File: src/rtl/cmt_pkg.sv
package cmt_pkg;
  localparam int CSR_W = 16;
  localparam int PRE_W = 9;
  localparam int IDX_CSR = 0;
  localparam int IDX_CNT = 1;
  localparam int IDX_CMP = 2;

  // low prescaler bits that must all be ones for a tick of the chosen rate
  function automatic logic [PRE_W-1:0] div_mask(input logic [1:0] sel);
    return PRE_W'((1 << (3 + 2 * int'(sel))) - 1);
  endfunction
endpackage

File: src/rtl/cmt_prescaler.sv
module cmt_prescaler
  import cmt_pkg::*;
(
  input  logic             clk,
  input  logic             rst_n,
  output logic [PRE_W-1:0] pre_q
);
  always_ff @(posedge clk) begin
    if (!rst_n) pre_q <= '0;
    else        pre_q <= pre_q + 1'b1;
  end
endmodule

File: src/rtl/cmt_channel.sv
module cmt_channel
  import cmt_pkg::*;
#(
  parameter int CNT_W = 16
) (
  input  logic             clk,
  input  logic             rst_n,
  input  logic             run,
  input  logic [PRE_W-1:0] pre,
  input  logic             wr_csr,
  input  logic             wr_cnt,
  input  logic             wr_cmp,
  input  logic [CNT_W-1:0] wdata,
  output logic [CSR_W-1:0] csr_q,
  output logic [CNT_W-1:0] cnt_q,
  output logic [CNT_W-1:0] cmp_q,
  output logic             irq
);
  localparam bit WIDE = (CNT_W != 16);
  localparam int FLAG_BIT = WIDE ? 15 : 7;
  localparam int IE_BIT = WIDE ? 5 : 6;
  localparam int OVF_BIT = 14;
  localparam logic [CSR_W-1:0] STAT_MASK = WIDE ? 16'hC000 : 16'h0080;
  localparam logic [CNT_W-1:0] CNT_MAX = '1;

  logic [PRE_W-1:0] mask;
  logic tick, land, step, hit_match, hit_wrap;
  logic [1:0] pend_q;
  logic [CNT_W-1:0] pend_val_q;
  logic [CSR_W-1:0] csr_n, wr16;

  assign mask      = div_mask(csr_q[1:0]);
  assign tick      = ((pre & mask) == mask);
  assign land      = tick && (pend_q == 2'd1);
  assign step      = tick && run && !land;
  assign hit_match = step && (cnt_q == cmp_q);
  assign hit_wrap  = step && (cnt_q == CNT_MAX) && !hit_match;
  assign wr16      = wdata[CSR_W-1:0];
  assign irq       = csr_q[FLAG_BIT] && csr_q[IE_BIT];

  always_comb begin
    csr_n = csr_q;
    if (wr_csr) csr_n = (wr16 & ~STAT_MASK) | (csr_q & wr16 & STAT_MASK);
    if (hit_match) csr_n[FLAG_BIT] = 1'b1;
    if (WIDE && hit_wrap) csr_n[OVF_BIT] = 1'b1;
  end

  always_ff @(posedge clk) begin
    if (!rst_n) begin
      csr_q      <= '0;
      cnt_q      <= '0;
      cmp_q      <= '1;
      pend_q     <= '0;
      pend_val_q <= '0;
    end else begin
      csr_q <= csr_n;
      if (wr_cmp) cmp_q <= wdata;
      if (wr_cnt) begin
        pend_q     <= 2'd2;
        pend_val_q <= wdata;
      end else if (tick && pend_q != 2'd0) begin
        pend_q <= pend_q - 2'd1;
      end
      if (land)                       cnt_q <= pend_val_q;
      else if (hit_match || hit_wrap) cnt_q <= '0;
      else if (step)                  cnt_q <= cnt_q + 1'b1;
    end
  end

  // the count moves only at an edge that carries a tick
  a_r4_hold_between_ticks: assert property (@(posedge clk) disable iff (!rst_n)
    !tick |=> $stable(cnt_q));
  // a stopped channel with no pending load keeps its count
  a_r3_stopped_holds: assert property (@(posedge clk) disable iff (!rst_n)
    (!run && pend_q == 2'd0) |=> $stable(cnt_q));
  // a count write is not visible in the next cycle
  a_r8_write_hidden: assert property (@(posedge clk) disable iff (!rst_n)
    (wr_cnt && !run) |=> $stable(cnt_q));
  // the flag rises only at a running tick, and the count is then zero
  a_r5_flag_on_tick: assert property (@(posedge clk) disable iff (!rst_n)
    $rose(csr_q[FLAG_BIT]) |-> ($past(tick && run) && cnt_q == '0));
  // writing 1 to a clear flag does not set it
  a_r6_write_cannot_set: assert property (@(posedge clk) disable iff (!rst_n)
    (wr_csr && !csr_q[FLAG_BIT] && !tick) |=> !csr_q[FLAG_BIT]);
  // writing 0 to the flag drops the interrupt
  a_r7_clear_drops_irq: assert property (@(posedge clk) disable iff (!rst_n)
    (wr_csr && !wr16[FLAG_BIT] && !tick) |=> !irq);
endmodule

File: src/rtl/cmt_timer.sv
module cmt_timer
  import cmt_pkg::*;
#(
  parameter int NUM_CH = 2,
  parameter int CNT_W  = 16,
  parameter int ADDR_W = 8
) (
  input  logic              clk,
  input  logic              rst_n,
  input  logic              wr_en,
  input  logic [ADDR_W-1:0] addr,
  input  logic [CNT_W-1:0]  wdata,
  output logic [CNT_W-1:0]  rdata,
  output logic [NUM_CH-1:0] irq
);
  localparam int SHIFT     = (CNT_W == 16) ? 1 : 2;
  localparam int CH_BASE   = 16;
  localparam int CH_STRIDE = 16;
  localparam logic [ADDR_W-1:0] START_ADDR = '0;

  function automatic logic [ADDR_W-1:0] reg_addr(input int ch, input int idx);
    return ADDR_W'(CH_BASE + ch * CH_STRIDE + (idx << SHIFT));
  endfunction

  logic [PRE_W-1:0]  pre;
  logic [NUM_CH-1:0] start_q;
  logic [CSR_W-1:0]  csr_a [NUM_CH];
  logic [CNT_W-1:0]  cnt_a [NUM_CH];
  logic [CNT_W-1:0]  cmp_a [NUM_CH];

  cmt_prescaler u_pre (.clk(clk), .rst_n(rst_n), .pre_q(pre));

  always_ff @(posedge clk) begin
    if (!rst_n)                            start_q <= '0;
    else if (wr_en && addr == START_ADDR)  start_q <= wdata[NUM_CH-1:0];
  end

  for (genvar i = 0; i < NUM_CH; i++) begin : g_ch
    cmt_channel #(.CNT_W(CNT_W)) u_ch (
      .clk    (clk),
      .rst_n  (rst_n),
      .run    (start_q[i]),
      .pre    (pre),
      .wr_csr (wr_en && addr == reg_addr(i, IDX_CSR)),
      .wr_cnt (wr_en && addr == reg_addr(i, IDX_CNT)),
      .wr_cmp (wr_en && addr == reg_addr(i, IDX_CMP)),
      .wdata  (wdata),
      .csr_q  (csr_a[i]),
      .cnt_q  (cnt_a[i]),
      .cmp_q  (cmp_a[i]),
      .irq    (irq[i])
    );
  end

  always_comb begin
    rdata = '0;
    if (addr == START_ADDR) rdata = CNT_W'(start_q);
    for (int i = 0; i < NUM_CH; i++) begin
      if (addr == reg_addr(i, IDX_CSR)) rdata = CNT_W'(csr_a[i]);
      if (addr == reg_addr(i, IDX_CNT)) rdata = cnt_a[i];
      if (addr == reg_addr(i, IDX_CMP)) rdata = cmp_a[i];
    end
  end
endmodule

File: config.mk
export PLATFORM = sky130hd
export DESIGN_NAME = cmt_timer
export DESIGN_NICKNAME = d
export VERILOG_FILES = /design/src/rtl/cmt_pkg.sv /design/src/rtl/cmt_prescaler.sv /design/src/rtl/cmt_channel.sv /design/src/rtl/cmt_timer.sv
export SDC_FILE = /design/constraint.sdc
export NUM_CORES = 1
export LEC_CHECK = 0
export BUFFER_PORTS_ARGS = -buffer_cell sky130_fd_sc_hd__buf_2
export CORE_MARGIN = 10
export CORE_UTILIZATION = 57
export DETAILED_ROUTE_END_ITERATION = 10
export PLACE_DENSITY_LB_ADDON = 0.05
export SYNTH_ARGS = -nofsm -noshare
export SYNTH_HDL_FRONTEND = slang
export SYNTH_SLANG_ARGS = --single-unit
export TNS_END_PERCENT = 10
File: constraint.sdc
create_clock -name clk -period 2.9 [get_ports clk]
set_clock_uncertainty 0.05 [all_clocks]
set_input_delay 0.145 -clock clk [delete_from_list [all_inputs] [get_ports clk]]
set_output_delay 0.145 -clock clk [all_outputs]
set_load 0.005 [all_outputs]
### Word-level counts from Yosys, hierarchy flattened

Cells that the tools add are included.

* bits of input ports: 27
* output and inout bits: 18
* logic and storage cells: 109
* bits in registers: 143

* equal/unequal tests: 14
* bitwise operators: 7
* shifts and indexed selects: 2
* reductions and logical operators: 40
* $add $sub $neg: 9
* muxes and demuxes: 21

Operators by type and width (count)
* 16-bit 2-to-1 mux: 12
* 1-bit by 32-bit left shift with 9-bit output, first input constant: 2
* 16-bit by 1-bit adder with 16-bit output, second input constant: 2
* 16-bit equality test: 2
* 16-bit equality test, second input constant: 2
* 16-bit by 8-bit bitwise OR with 16-bit output: 2
* 8-bit by 5-bit equality test with 1-bit output, second input constant: 3
* 8-bit by 6-bit equality test with 1-bit output, second input constant: 3
* 1-bit logical AND: 23
* 9-bit bitwise AND: 2
* 9-bit equality test: 2
* 9-bit by 2-bit subtractor with 9-bit output, second input constant: 2
* 8-bit bitwise AND: 2
* 8-bit 2-to-1 mux: 2
* 2-bit nonzero test: 6
* 2-bit 2-to-1 mux: 5
* 9-bit by 1-bit adder with 9-bit output, second input constant: 1
* 2-bit by 3-bit adder with 4-bit output, first input constant: 2
* 8-bit logical NOT: 1
* 3-bit nonzero test: 2
* 2-bit by 1-bit equality test with 1-bit output, second input constant: 2
* 1-bit logical NOT: 4
* 2-bit OR reduction: 2
* 2-bit by 1-bit subtractor with 2-bit output, second input constant: 2
* 3 further kinds: 5

### Depth between registers and ports, before layout

* depth in word-level cells: 14
* mapped depth: 8
* mapped depth without buffers: 7

### Modules after synthesis

A second synthesis with hierarchy kept.

* cell total of the unflattened synthesis: 853
* area, all modules: 7444.6 um2

Modules (own cells, without submodules)
* cmt_channel (g_ch[1].u_ch): times used 1, cells an instance 329, seq. area each 1321.3 um2, area an instance 3029.2 um2
* cmt_channel (g_ch[0].u_ch): times used 1, cells an instance 329, seq. area each 1321.3 um2, area an instance 3027.9 um2
* cmt_timer: times used 1, cells an instance 156, seq. area each 40.0 um2, area an instance 1004.7 um2
* cmt_prescaler: times used 1, cells an instance 39, seq. area each 180.2 um2, area an instance 382.9 um2

### Least setup slack after synthesis

OpenSTA, ideal clock, no wires.

* path type: flip-flop to flip-flop
* start point: register g_ch[1].u_ch.csr_q[0]
* end point: register g_ch[1].u_ch.pend_q[1]
* path slack: 0.590 ns
* setup time: 0.074 ns
* required time: 2.776 ns
* arrival: 2.185 ns
* path buffers: 0
* period minus slack after synthesis: 2.310 ns
* cell stages (with the launch flop): 8
* cell sequence: dfxtp_1 -> or2_2 -> ha_1 -> o211ai_1 -> a221o_1 -> or3_1 -> or3_1 -> a31oi_1

* word-level cells in the longest chain between the ends: 7

Ends and longest elaborated chain
* start: declaration: RTL line cmt_channel.sv:14 `output logic [CSR_W-1:0] csr_q,`
* start signal: assignment: RTL line cmt_channel.sv:56 `csr_q <= csr_n;`
* 2-bit by 3-bit adder with 4-bit output (*): RTL line cmt_pkg.sv:10 `return PRE_W'((1 << (3 + 2 * int'(sel))) - 1);`
* 1-bit by 32-bit left shift with 9-bit output (*): RTL line cmt_pkg.sv:10
* 9-bit by 2-bit subtractor with 9-bit output (*): RTL line cmt_pkg.sv:10
* 9-bit bitwise AND: RTL line cmt_channel.sv:33 `assign tick = ((pre & mask) == mask);`
* 9-bit equality test (*): RTL line cmt_channel.sv:33
* 1-bit logical AND (*): RTL line cmt_channel.sv:61 `end else if (tick && pend_q != 2'd0) begin`
* 2-bit nonzero test (no line) (*)
* end signal: assignment: RTL line cmt_channel.sv:62 `pend_q <= pend_q - 2'd1;`
* end: declaration: RTL line cmt_channel.sv:28 `logic [1:0] pend_q;`

Every way passes the cells marked *; elsewhere a longest branch is shown, timed or not.
A chain may end at the register's enable or synchronous reset.

### Final worst setup path

* start point: register g_ch[1].u_ch.csr_q[0]
* end point: register g_ch[1].u_ch.cnt_q[10]

* word-level cells in the longest chain between the ends: 14
* elaborated cells between the ends (all ways): 17
* classes of those cells: add/sub: 2; eq/ne: 1; shift: 1; mux: 2; bitwise: 1; reduce/logical: 10

Ends and longest elaborated chain
* 2-bit by 3-bit adder with 4-bit output (*): RTL line cmt_pkg.sv:10
* 1-bit by 32-bit left shift with 9-bit output (*): RTL line cmt_pkg.sv:10
* 9-bit by 2-bit subtractor with 9-bit output (*): RTL line cmt_pkg.sv:10
* 9-bit bitwise AND: RTL line cmt_channel.sv:33
* 9-bit equality test (*): RTL line cmt_channel.sv:33
* 1-bit logical AND: RTL line cmt_channel.sv:34 `assign land = tick && (pend_q == 2'd1);`
* 1-bit logical NOT: RTL line cmt_channel.sv:35 `assign step = tick && run && !land;`
* 1-bit logical AND: RTL line cmt_channel.sv:35
* 1-bit logical AND: RTL line cmt_channel.sv:36 `assign hit_match = step && (cnt_q == cmp_q);`
* 1-bit logical NOT: RTL line cmt_channel.sv:37 `assign hit_wrap = step && (cnt_q == CNT_MAX) && !hit_match;`
* 1-bit logical AND: RTL line cmt_channel.sv:37
* 1-bit logical OR: RTL line cmt_channel.sv:65 `else if (hit_match || hit_wrap) cnt_q <= '0;`
* 16-bit 2-to-1 mux: RTL line cmt_channel.sv:65
* 16-bit 2-to-1 mux: RTL line cmt_channel.sv:64 `if (land) cnt_q <= pend_val_q;`
* end signal: assignment: RTL line cmt_channel.sv:64
* end signal: assignment: RTL line cmt_channel.sv:66 `else if (step) cnt_q <= cnt_q + 1'b1;`
* end: declaration: RTL line cmt_channel.sv:15 `output logic [CNT_W-1:0] cnt_q,`

Marks and branches as above.

==> metrics.txt <==
average wire length per cell after detail routing 20.33 µm; fraction of the cycle the final worst path needs around 95%; Critical Path AT between 3 and 4 ns; logic depth of the worst setup path including buffers 7; type of destination of the critical path flop; run status complete, no violations; Worst IR Drop VDD 421.2 µV; Setup CP Type reg2reg; postcts setup bufs 0; final net count 994; Multi-input gate area about 4100 µm²; RD Place Congestion 0.9299; Warnings, synthesis 0; Global Route Usage Sum 25.53%; Critical Path RT roughly 3.2 ns; Most used DFF post-synth dfxtp_1; diode count 0; average size of a mapped cell between 7 and 8 µm²; tightest hold margin 0.01113 ns; library cells used by synthesis 60; post-synthesis instance area roughly 7500 µm²; max cap viols 0; boundary pin count 45; clock tree from TritonCTS yes; count of flip-flops with a built-in enable after synthesis 0; filler cell count 1,143; largest cells by area after synthesis dfxtp_1 38%, nand2_1 8.6%, nand3_1 7.4%; DR pass1 iterations 8; Worst-Skew Late Latency 0.42 ns; clock tree root driver cell clkbuf_16; achievable frequency ~360 MHz; Avg Vias per Cell between 6 and 7; worst hold path class in2reg; start point of the critical path g_ch[1].u_ch.csr_q[0]; register bit count reported by yosys 143; cell breakdown of the critical path or2_2 > ha_1 > o211ai_1 > a221o_1 > nor4b_2 > a31oi_1 > o311ai_0; worst reg2reg path endpoint g_ch[1].u_ch.cnt_q[10]; Net Count, Synth roughly 980; layout cells sized above 1 13.09%; unrepaired setup endpoints after global routing no; sum of buffers and inverters on the critical path 0; die width between 100 and 150 µm; sequential element share of the synthesized area 38.31%; # port buffers 44; Starting DRT DRC Count about 1,100; Static Leak approximately 0.0029 µW; met2 usage about two fifths; Pwr Density roughly 500 nW/µm²; cell with the largest stage delay on the worst path nor4b_2; CP startpoint kind flop; H-tree level count 4; most area-hungry cell type in the Yosys netlist dfxtp_1; largest net degree at the start of global routing 59; crit path time final between 2 and 3 ns; relative slew slack between 30% and 40%; worst setup path endpoint g_ch[1].u_ch.cnt_q[10]; total congestion overflow 0; number of antenna violations at the first check in global routing 0; height of the die around 130 µm; GRT met1 Usage a little over a third; drt total wl around 23 mm; share of the synthesized area in the top cell type between 30% and 40%; global-route layer with the greatest usage met2; number of cells on the worst reg-to-reg path 7; overall power consumption approximately 4200 µW; Residual DRC 0; Die Outline Area 18,090 µm²; total vias in the final route roughly 7,300; met3 capacity usage during global routing between 6 and 7%; cells after synthesis about 950; Sum Neg Setup Slack 0 ns; flip-flop and latch area 2863 µm²; worst r2r src g_ch[1].u_ch.csr_q[0]; CP Max Fanout 7; Core ar. 12,720 µm²; clock buffer count from CTS 17; clock tree buffer depth 2; CTS sink count 143; remaining number of nets flagged by the antenna check after routing 0; starting utilization of the core area approximately three fifths; area grow syn2layout 11.30%; first-pass GRT wire length roughly 37 mm; via count of the first global-routing pass a little under 7,000; reg2reg setup slack between 0.1 and 0.15 ns; share of flip-flops with an asynchronous set or reset 0%; final setup violating endpoints 0; Final Hold Fails 0; worst slew pin tran between 0.9 and 1 ns; largest delay contributor family on the critical path simple AND/OR/NAND/NOR gates; placed wire-length estimate about 16 mm; stage delay of the slowest cell on the critical path approximately 0.85 ns; clock slew seen by the registers of the worst setup and hold paths ~0.060 ns; Cell Rows 41; max-slew violation count 0
synth_stat cells (all sizes together), types with 9 or more instances:
cell	number
nand2	173
dfxtp	143
nand3	111
a21oi	83
clkbuf	53
a22oi	45
nor2	38
xor2	38
buf	28
nor4	20
and2	19
nor3	18
inv	17
a31oi	13
nand4	13
o211ai	13
a222oi	10
o22ai	10
ha	9
o21ai	9
or3	9
xnor2	9
final cells by class:
cell class | count | area share [%]
multi-input combinational | 704 | 49.88
sequential | 143 | 34.42
clock buffer | 27 | 6.288
timing repair buffer | 75 | 5.746
tap | 172 | 2.587
inverter | 17 | 0.7671
clock inverter | 4 | 0.3159
flip-flops by register name (all words and copies together), names as in the netlist:
name / cells
g_ch.u_ch.cmp_q: 32
g_ch.u_ch.cnt_q: 32
g_ch.u_ch.csr_q: 32
g_ch.u_ch.pend_q: 4
g_ch.u_ch.pend_val_q: 32
start_q: 2
u_pre.pre_q: 9
power by group:
part           switching, µW  internal (µW)
clock                    808           1220
sequential              6.48           1970
combinational            114           39.8
cell usage in the layout (no fill, tap or decap), types with 16 or more instances in the layout:
| cell | count |
|---|---|
| a22oi_1 | 41 |
| nand3_1 | 110 |
| dfxtp_1 | 143 |
| and2_1 | 19 |
| nand2_1 | 171 |
| clkbuf_16 | 17 |
| nor2_1 | 35 |
| buf_2 | 44 |
| nor3_1 | 17 |
| a21oi_1 | 83 |
| buf_4 | 25 |
| inv_1 | 16 |
| xor2_1 | 38 |
metal layers:
layer  vias up  part of all wire [%]
li1       3413                     -
met1      3477                    44
met2       389                    44
met3        39                   9.7
met4         0                   2.0
met5         -                     0
timing repair:
action,in CTS,in global routing
hold buffers,5,0
endpoints found under the hold margin,10,0
resized for setup,0,1
endpoints found under the setup margin,0,1
cells by family after synthesis:
kind of cell	count (synthesis)	share of synthesized area, %
adder cells (fa/ha/maj)	9	1.507
AO/OA/AOI/OAI	210	18.80
AND/OR/NAND/NOR	433	28.91
XOR/XNOR	47	5.508
flip-flops	143	38.31
buffers and inverters	98	6.245
multiplexers	5	0.7199
per-stage QoR:
step	cells	util, %	cell area [µm²]	setup slack, ns
after floorplan	945	-	7473	0.5905
after global placement	1106	60.65	7716	0.2822
after detailed placement	1106	60.65	7716	0.2393
after CTS	1142	65.36	8315	0.2104
after global routing	1142	65.38	8318	0.03187
final	1142	65.38	8318	0.1317
worst min-delay path by stage:
stage | startpoint | end | slack (ns) | depth (start not counted)
2_1_floorplan | wdata[0] | g_ch[0].u_ch.cmp_q[0] | 0.22 | 2
3_3_place_gp | g_ch[0].u_ch.csr_q[10] | g_ch[0].u_ch.csr_q[10] | 0.39 | 2
3_5_place_dp | g_ch[0].u_ch.csr_q[5] | g_ch[0].u_ch.csr_q[5] | 0.40 | 2
4_1_cts | wdata[7] | g_ch[1].u_ch.pend_val_q[7] | 0.00006 | 3
5_1_grt | wdata[8] | g_ch[0].u_ch.csr_q[8] | 0.006 | 3
6_report | wdata[7] | g_ch[1].u_ch.pend_val_q[7] | 0.01 | 3
worst reg2reg max path, delay by kind of cell, from the launching register on:
kind	cells	cell delay [ns]
adder cells (fa/ha/maj)	1	0.27
AND/OR/NAND/NOR	2	1.16
AO/OA/AOI/OAI	4	0.82
flip-flops	1	0.35
Power figures use the tool's default switching activity.
